### config.mk
export PLATFORM = sky130hd
export DESIGN_NAME = sram_strobe_ctrl
export DESIGN_NICKNAME = d
export VERILOG_FILES = /design/src/rtl/sram_strobe_pkg.sv /design/src/rtl/sram_phase_timer.sv /design/src/rtl/sram_seq_fsm.sv /design/src/rtl/sram_xfer_regs.sv /design/src/rtl/sram_strobe_ctrl.sv
export SDC_FILE = /design/constraint.sdc
export NUM_CORES = 1
export LEC_CHECK = 0
export BUFFER_PORTS_ARGS = -buffer_cell sky130_fd_sc_hd__buf_2
export CORE_MARGIN = 1
export CORE_UTILIZATION = 53
export CTS_CLUSTER_SIZE = 10
export DETAILED_ROUTE_END_ITERATION = 6
export PLACE_DENSITY_LB_ADDON = 0.3
export SLEW_MARGIN = 10
export SYNTH_ARGS = -nofsm -noshare
export SYNTH_HDL_FRONTEND = slang
export SYNTH_SLANG_ARGS = --single-unit
### constraint.sdc
create_clock -name clk -period 3.69 [get_ports clk]
set_input_delay 0.738 -clock clk [delete_from_list [all_inputs] [get_ports clk]]
set_output_delay 0.738 -clock clk [all_outputs]
set_load 0.1 [all_outputs]
### src/rtl/sram_strobe_pkg.sv
package sram_strobe_pkg;

  typedef enum logic [2:0] {
    PH_IDLE = 3'd0,
    PH_READ = 3'd1,
    PH_TURN = 3'd2,
    PH_WSET = 3'd3,
    PH_WPUL = 3'd4,
    PH_WHLD = 3'd5
  } phase_e;

  // Number of clock cycles a phase lasts for a given parameter set.
  function automatic int unsigned phase_cycles(phase_e ph, int unsigned rd_cyc,
                                               int unsigned turn_cyc, int unsigned set_cyc,
                                               int unsigned pul_cyc, int unsigned hld_cyc);
    case (ph)
      PH_READ: return rd_cyc;
      PH_TURN: return turn_cyc;
      PH_WSET: return set_cyc;
      PH_WPUL: return pul_cyc;
      PH_WHLD: return hld_cyc;
      default: return 1;
    endcase
  endfunction

  // First write phase: setup is skipped when its count is zero.
  function automatic phase_e write_entry(int unsigned set_cyc);
    return (set_cyc == 0) ? PH_WPUL : PH_WSET;
  endfunction

  // Phase after the write pulse: hold is skipped when its count is zero.
  function automatic phase_e after_pulse(int unsigned hld_cyc);
    return (hld_cyc == 0) ? PH_IDLE : PH_WHLD;
  endfunction

endpackage

### src/rtl/sram_phase_timer.sv
module sram_phase_timer #(
  parameter int CNT_W = 16
) (
  input  logic             clk,
  input  logic             rst_n,
  input  logic             load,
  input  logic [CNT_W-1:0] load_val,
  output logic             last
);
  logic [CNT_W-1:0] cnt;

  always_ff @(posedge clk) begin
    if (!rst_n)          cnt <= '0;
    else if (load)       cnt <= load_val;
    else if (cnt != '0)  cnt <= cnt - 1'b1;
  end

  assign last = (cnt == '0);
endmodule

### src/rtl/sram_seq_fsm.sv
module sram_seq_fsm
  import sram_strobe_pkg::*;
#(
  parameter int unsigned RD_CYC   = 2,
  parameter int unsigned WR_SETUP = 1,
  parameter int unsigned WR_PULSE = 2,
  parameter int unsigned WR_HOLD  = 1,
  parameter int unsigned RD_TURN  = 1,
  parameter int          CNT_W    = 16
) (
  input  logic             clk,
  input  logic             rst_n,
  input  logic             req_valid,
  input  logic             req_write,
  input  logic             phase_last,
  output phase_e           phase,
  output logic             load,
  output logic [CNT_W-1:0] load_val
);
  phase_e nxt;

  always_comb begin
    nxt = phase;
    case (phase)
      PH_IDLE: if (req_valid)  nxt = req_write ? write_entry(WR_SETUP) : PH_READ;
      PH_READ: if (phase_last) nxt = PH_TURN;
      PH_TURN: if (phase_last) nxt = PH_IDLE;
      PH_WSET: if (phase_last) nxt = PH_WPUL;
      PH_WPUL: if (phase_last) nxt = after_pulse(WR_HOLD);
      PH_WHLD: if (phase_last) nxt = PH_IDLE;
      default: nxt = PH_IDLE;
    endcase
  end

  assign load     = (nxt != phase);
  assign load_val = CNT_W'(phase_cycles(nxt, RD_CYC, RD_TURN, WR_SETUP, WR_PULSE, WR_HOLD) - 1);

  always_ff @(posedge clk) begin
    if (!rst_n) phase <= PH_IDLE;
    else        phase <= nxt;
  end
endmodule

### src/rtl/sram_xfer_regs.sv
module sram_xfer_regs #(
  parameter int ADDR_W = 19,
  parameter int DATA_W = 8
) (
  input  logic              clk,
  input  logic              rst_n,
  input  logic              accept,
  input  logic [ADDR_W-1:0] req_addr,
  input  logic [DATA_W-1:0] req_wdata,
  input  logic              capture,
  input  logic [DATA_W-1:0] dq_i,
  output logic [ADDR_W-1:0] addr_q,
  output logic [DATA_W-1:0] wdata_q,
  output logic [DATA_W-1:0] rd_data,
  output logic              rd_valid
);
  always_ff @(posedge clk) begin
    if (!rst_n) begin
      addr_q  <= '0;
      wdata_q <= '0;
    end else if (accept) begin
      addr_q  <= req_addr;
      wdata_q <= req_wdata;
    end
  end

  always_ff @(posedge clk) begin
    if (!rst_n) begin
      rd_data  <= '0;
      rd_valid <= 1'b0;
    end else begin
      rd_valid <= capture;
      if (capture) rd_data <= dq_i;
    end
  end
endmodule

### src/rtl/sram_strobe_ctrl.sv
module sram_strobe_ctrl
  import sram_strobe_pkg::*;
#(
  parameter int          ADDR_W   = 19,
  parameter int          DATA_W   = 8,
  parameter int unsigned RD_CYC   = 2,
  parameter int unsigned WR_SETUP = 1,
  parameter int unsigned WR_PULSE = 2,
  parameter int unsigned WR_HOLD  = 1,
  parameter int unsigned RD_TURN  = 1,
  parameter int          CNT_W    = 16
) (
  input  logic              clk,
  input  logic              rst_n,
  input  logic              req_valid,
  output logic              req_ready,
  input  logic              req_write,
  input  logic [ADDR_W-1:0] req_addr,
  input  logic [DATA_W-1:0] req_wdata,
  output logic              rd_valid,
  output logic [DATA_W-1:0] rd_data,
  output logic [ADDR_W-1:0] sram_addr,
  output logic              sram_cs_n,
  output logic              sram_oe_n,
  output logic              sram_we_n,
  output logic [DATA_W-1:0] sram_dq_o,
  output logic              sram_dq_oe,
  input  logic [DATA_W-1:0] sram_dq_i
);
  phase_e           phase;
  logic             phase_last;
  logic             phase_load;
  logic [CNT_W-1:0] phase_load_val;

  // Named internal events
  logic accept_fire;
  logic capture_evt;
  logic in_write;

  assign req_ready   = (phase == PH_IDLE);
  assign accept_fire = req_valid && req_ready;
  assign capture_evt = (phase == PH_READ) && phase_last;
  assign in_write    = (phase == PH_WSET) || (phase == PH_WPUL) || (phase == PH_WHLD);

  sram_seq_fsm #(
    .RD_CYC(RD_CYC), .WR_SETUP(WR_SETUP), .WR_PULSE(WR_PULSE),
    .WR_HOLD(WR_HOLD), .RD_TURN(RD_TURN), .CNT_W(CNT_W)
  ) u_fsm (
    .clk(clk), .rst_n(rst_n), .req_valid(req_valid), .req_write(req_write),
    .phase_last(phase_last), .phase(phase), .load(phase_load), .load_val(phase_load_val)
  );

  sram_phase_timer #(.CNT_W(CNT_W)) u_timer (
    .clk(clk), .rst_n(rst_n), .load(phase_load), .load_val(phase_load_val), .last(phase_last)
  );

  sram_xfer_regs #(.ADDR_W(ADDR_W), .DATA_W(DATA_W)) u_regs (
    .clk(clk), .rst_n(rst_n), .accept(accept_fire), .req_addr(req_addr),
    .req_wdata(req_wdata), .capture(capture_evt), .dq_i(sram_dq_i),
    .addr_q(sram_addr), .wdata_q(sram_dq_o), .rd_data(rd_data), .rd_valid(rd_valid)
  );

  // Strobes decoded from the registered phase
  assign sram_cs_n  = !((phase == PH_READ) || (phase == PH_WSET) || (phase == PH_WPUL));
  assign sram_oe_n  = (phase != PH_READ);
  assign sram_we_n  = (phase != PH_WPUL);
  assign sram_dq_oe = in_write;
endmodule

==> impl_metrics.toml <==
[route]
ant_nets = 0
post_drt_wl_per_cell_um = 12.1
postRouteWirelength_um = 4780
drcViolationCount = 0
num_vias = 2131
drt-vias-per-instance = 5.37
dr.pass1.iters = 4
detail_route.iter0.violations = 92

[grt]
global_route.overflow_total = 0
globalRouteTotalUtil = 0.217
grt_first_pass_wirelength_um = 7510
grt_max_degree = 39
first_global_vias = 1758
grt_antenna_before_repair = 0

[finish]
final_cell_mix = "79 x buf_2, 62 x nand2_1, 55 x dfxtp_1"
nFillCells = 342
design_area_um2 = 2760
layout.cells.most_common = "buf_2"
ff_latch_area_um2 = 1100
multiInputGateArea_um2 = 1060
fin_nets = 387
num_antenna_cells = 0
syn2layout_area_growth_pct = 21.6
layout.core_utilization = 0.679
drive_above_1_share = 0.282

[pwr]
p_per_area_nw_per_um2 = 934
leakage_uw = 0.00119
max_ir_drop_vdd_v = 0.000699

[yosys]
netlist_instances = 276
synth.ff_latch_count = 55
syn_avg_cell_area_um2 = 8.21
synth_largest_area_cell = "dfxtp_1"
yosys.cell_types.count = 40
synth.top_cell.area_share = 0.486
yosys_warnings = 0
sequential_element_share_of_the_synthesized_area = 0.486
post_synth_design_cell_area_um2 = 2270
syn_nets = 317
synth_top_cells_by_area = "dfxtp_1 49%, a21oi_1 11%, nand2_1 10%, o21ai_0 2.9%, or4_1 2.3%"

[run_status]
outcome = "completed"

[cts]
cts_resized = 0
h_tree_levels = 2
cts_max_path_buffers = 2
cts_made_buffers = 5
cts_root_buffer = "clkbuf_8"
clkSinkCount = 55
post_cts_hold_buffer_count = 0
cts.reportedPaths.clkPinSlew_ns = 0.09
postCtsSetupBuffers = 0
latest_clock_arrival_within_the_worst_skew_pair_ns = 0.31
clock_tree_from_tritoncts = "done"

[floorplanning]
floorplan.core_area_um2 = 4060
initial_core_util = 0.558
core.rowCount = 23
die_height_um = 67.4
fp.dieW_um = 67.4
floorplan.io_pins = 80
design.die.area_um2 = 4540

[timing]
final_max_slew_viol_count = 0
max_freq_ghz = 0.376
worst_slew_margin_rel = 0.226
finalHoldViolations = 0
min_period_ns = 2.66
final_min_period_over_clock_period = 0.721
grt_setup_unrepaired = "no"
setup_viol = 0
final.setup.tns_ns = 0
post-route-worst-setup-slack_ns = 1.03
maximum_clock_skew_at_final_layout_ns = 0.0106
worstMarginPinSlew_ns = 1.16
holdWs_ns = 0.453

[placement]
dpl_worst_slack_ns = 1.04
port_buffer_cells = 79
placement.cell_area_um2 = 2660
hpwlAfterDp_um = 3240
gp_congestion = 0.767

[critical_path]
worst-endpoint-required_ns = 3.85
worst-path-max-fanout = 20
cp_cell_sequence = "or4_1 > or4_4 > o2111ai_2 > a21oi_1"
path_class = "reg -> reg"
timing.critical_path.to_type = "flop"
crit_path_max_incr_delay_ns = 0.72
cpMaxStageDelayCell = "or4_4"
worst-endpoint-arrival_ns = 2.82
timing.critical_path.from_type = "flop"

[worst_hold_path]
hold_class = "reg -> reg"

[flow_run]
cap_violations = 0
[sequential cells by signal, summed over array words and instances, names as in the netlist]
| signal | cells |
|---|---|
| u_fsm.phase | 3 |
| u_regs.rd_data | 8 |
| u_timer.cnt | 16 |
| u_regs.addr_q | 19 |
| u_regs.wdata_q | 8 |
| u_regs.rd_valid | 1 |
[final cells by class]
cell class                 instances  area share
clock buffer                       7      0.0313
inverter                           5     0.00681
sequential                        55       0.399
clock inverter                     1     0.00318
tap                               50      0.0227
multi-input combinational        197       0.385
timing repair buffer              82       0.152
[stage by stage]
step                power [µW]  instances
floorplan                 2040        276
global placement          2230        389
global route              2720        397
CTS                       2590        397
finish                    2570        397
detailed placement        2240        389
[worst paths after layout]
kind | start | cells past startpoint | slack [ns] | to
setup / recovery | u_timer.cnt[10]$_SDFFE_PN0P_ | 4 | 1.03 | u_timer.cnt[9]$_SDFFE_PN0P_
hold / removal | u_regs.addr_q[2]$_SDFFE_PN0P_ | 2 | 0.45 | u_regs.addr_q[2]$_SDFFE_PN0P_
setup reg to reg | u_timer.cnt[10]$_SDFFE_PN0P_ | 4 | 1.03 | u_timer.cnt[9]$_SDFFE_PN0P_
hold reg to reg | u_regs.addr_q[2]$_SDFFE_PN0P_ | 2 | 0.45 | u_regs.addr_q[2]$_SDFFE_PN0P_
[per-layer routing]
metal  part of all wire  vias to the layer above  wire length [µm]  track usage
li1                   -                     1104                 -            -
met1               0.47                      961              2250        0.266
met2               0.46                       62              2210        0.366
met3              0.061                        4               290       0.0693
met4             0.0073                        0                35       0.0559
met5                  0                        -                 0            0
[worst max-delay path: cells and delay by family (launching register included)]
kind,cells,cell delay [ns]
simple gates,2,1.43
compound gates,2,0.71
flops,1,0.37
[kinds of logic (layout without fill, tap and decap cells)]
logic type	Yosys count	in the layout	synth area share
and+or+nand+nor	114	114	0.245
AOI/OAI and AO/OA	77	77	0.194
DFF	55	55	0.486
buffers and inverters	24	95	0.0480
adders and majority gates	2	2	0.0110
xor gates and xnor gates	2	2	0.00773
muxes	2	2	0.00884
[synthesized netlist by cell type]
library cell	count
o22ai_1	1
o31ai_1	5
or3b_2	1
and2_1	1
or4_4	1
and4_4	1
nand4_1	1
buf_1	1
buf_2	3
or2_2	1
a211oi_2	1
nor4_2	1
nand2b_1	2
nor4_1	4
clkinv_1	1
ha_1	2
nand3_1	10
nand3b_1	1
o2111ai_1	2
o21ai_0	13
nor2b_1	1
nor3b_1	1
clkbuf_1	13
o311ai_0	1
xor2_1	2
nor2_1	6
a21oi_1	49
o21a_1	1
inv_1	4
buf_6	2
a31oi_1	1
or4_1	7
nor3_1	5
dfxtp_1	55
nand2_1	62
a31o_2	1
o2111ai_2	1
or3_1	8
mux2i_1	2
o31a_1	1
[power breakdown]
part | internal, µW | total [µW] | switching [µW]
Sequential | 709 | 793 | 83.8
Combinational | 324 | 1440 | 1110
Clock | 154 | 344 | 189
Total | 1190 | 2570 | 1390
Power figures use the tool's default switching activity.
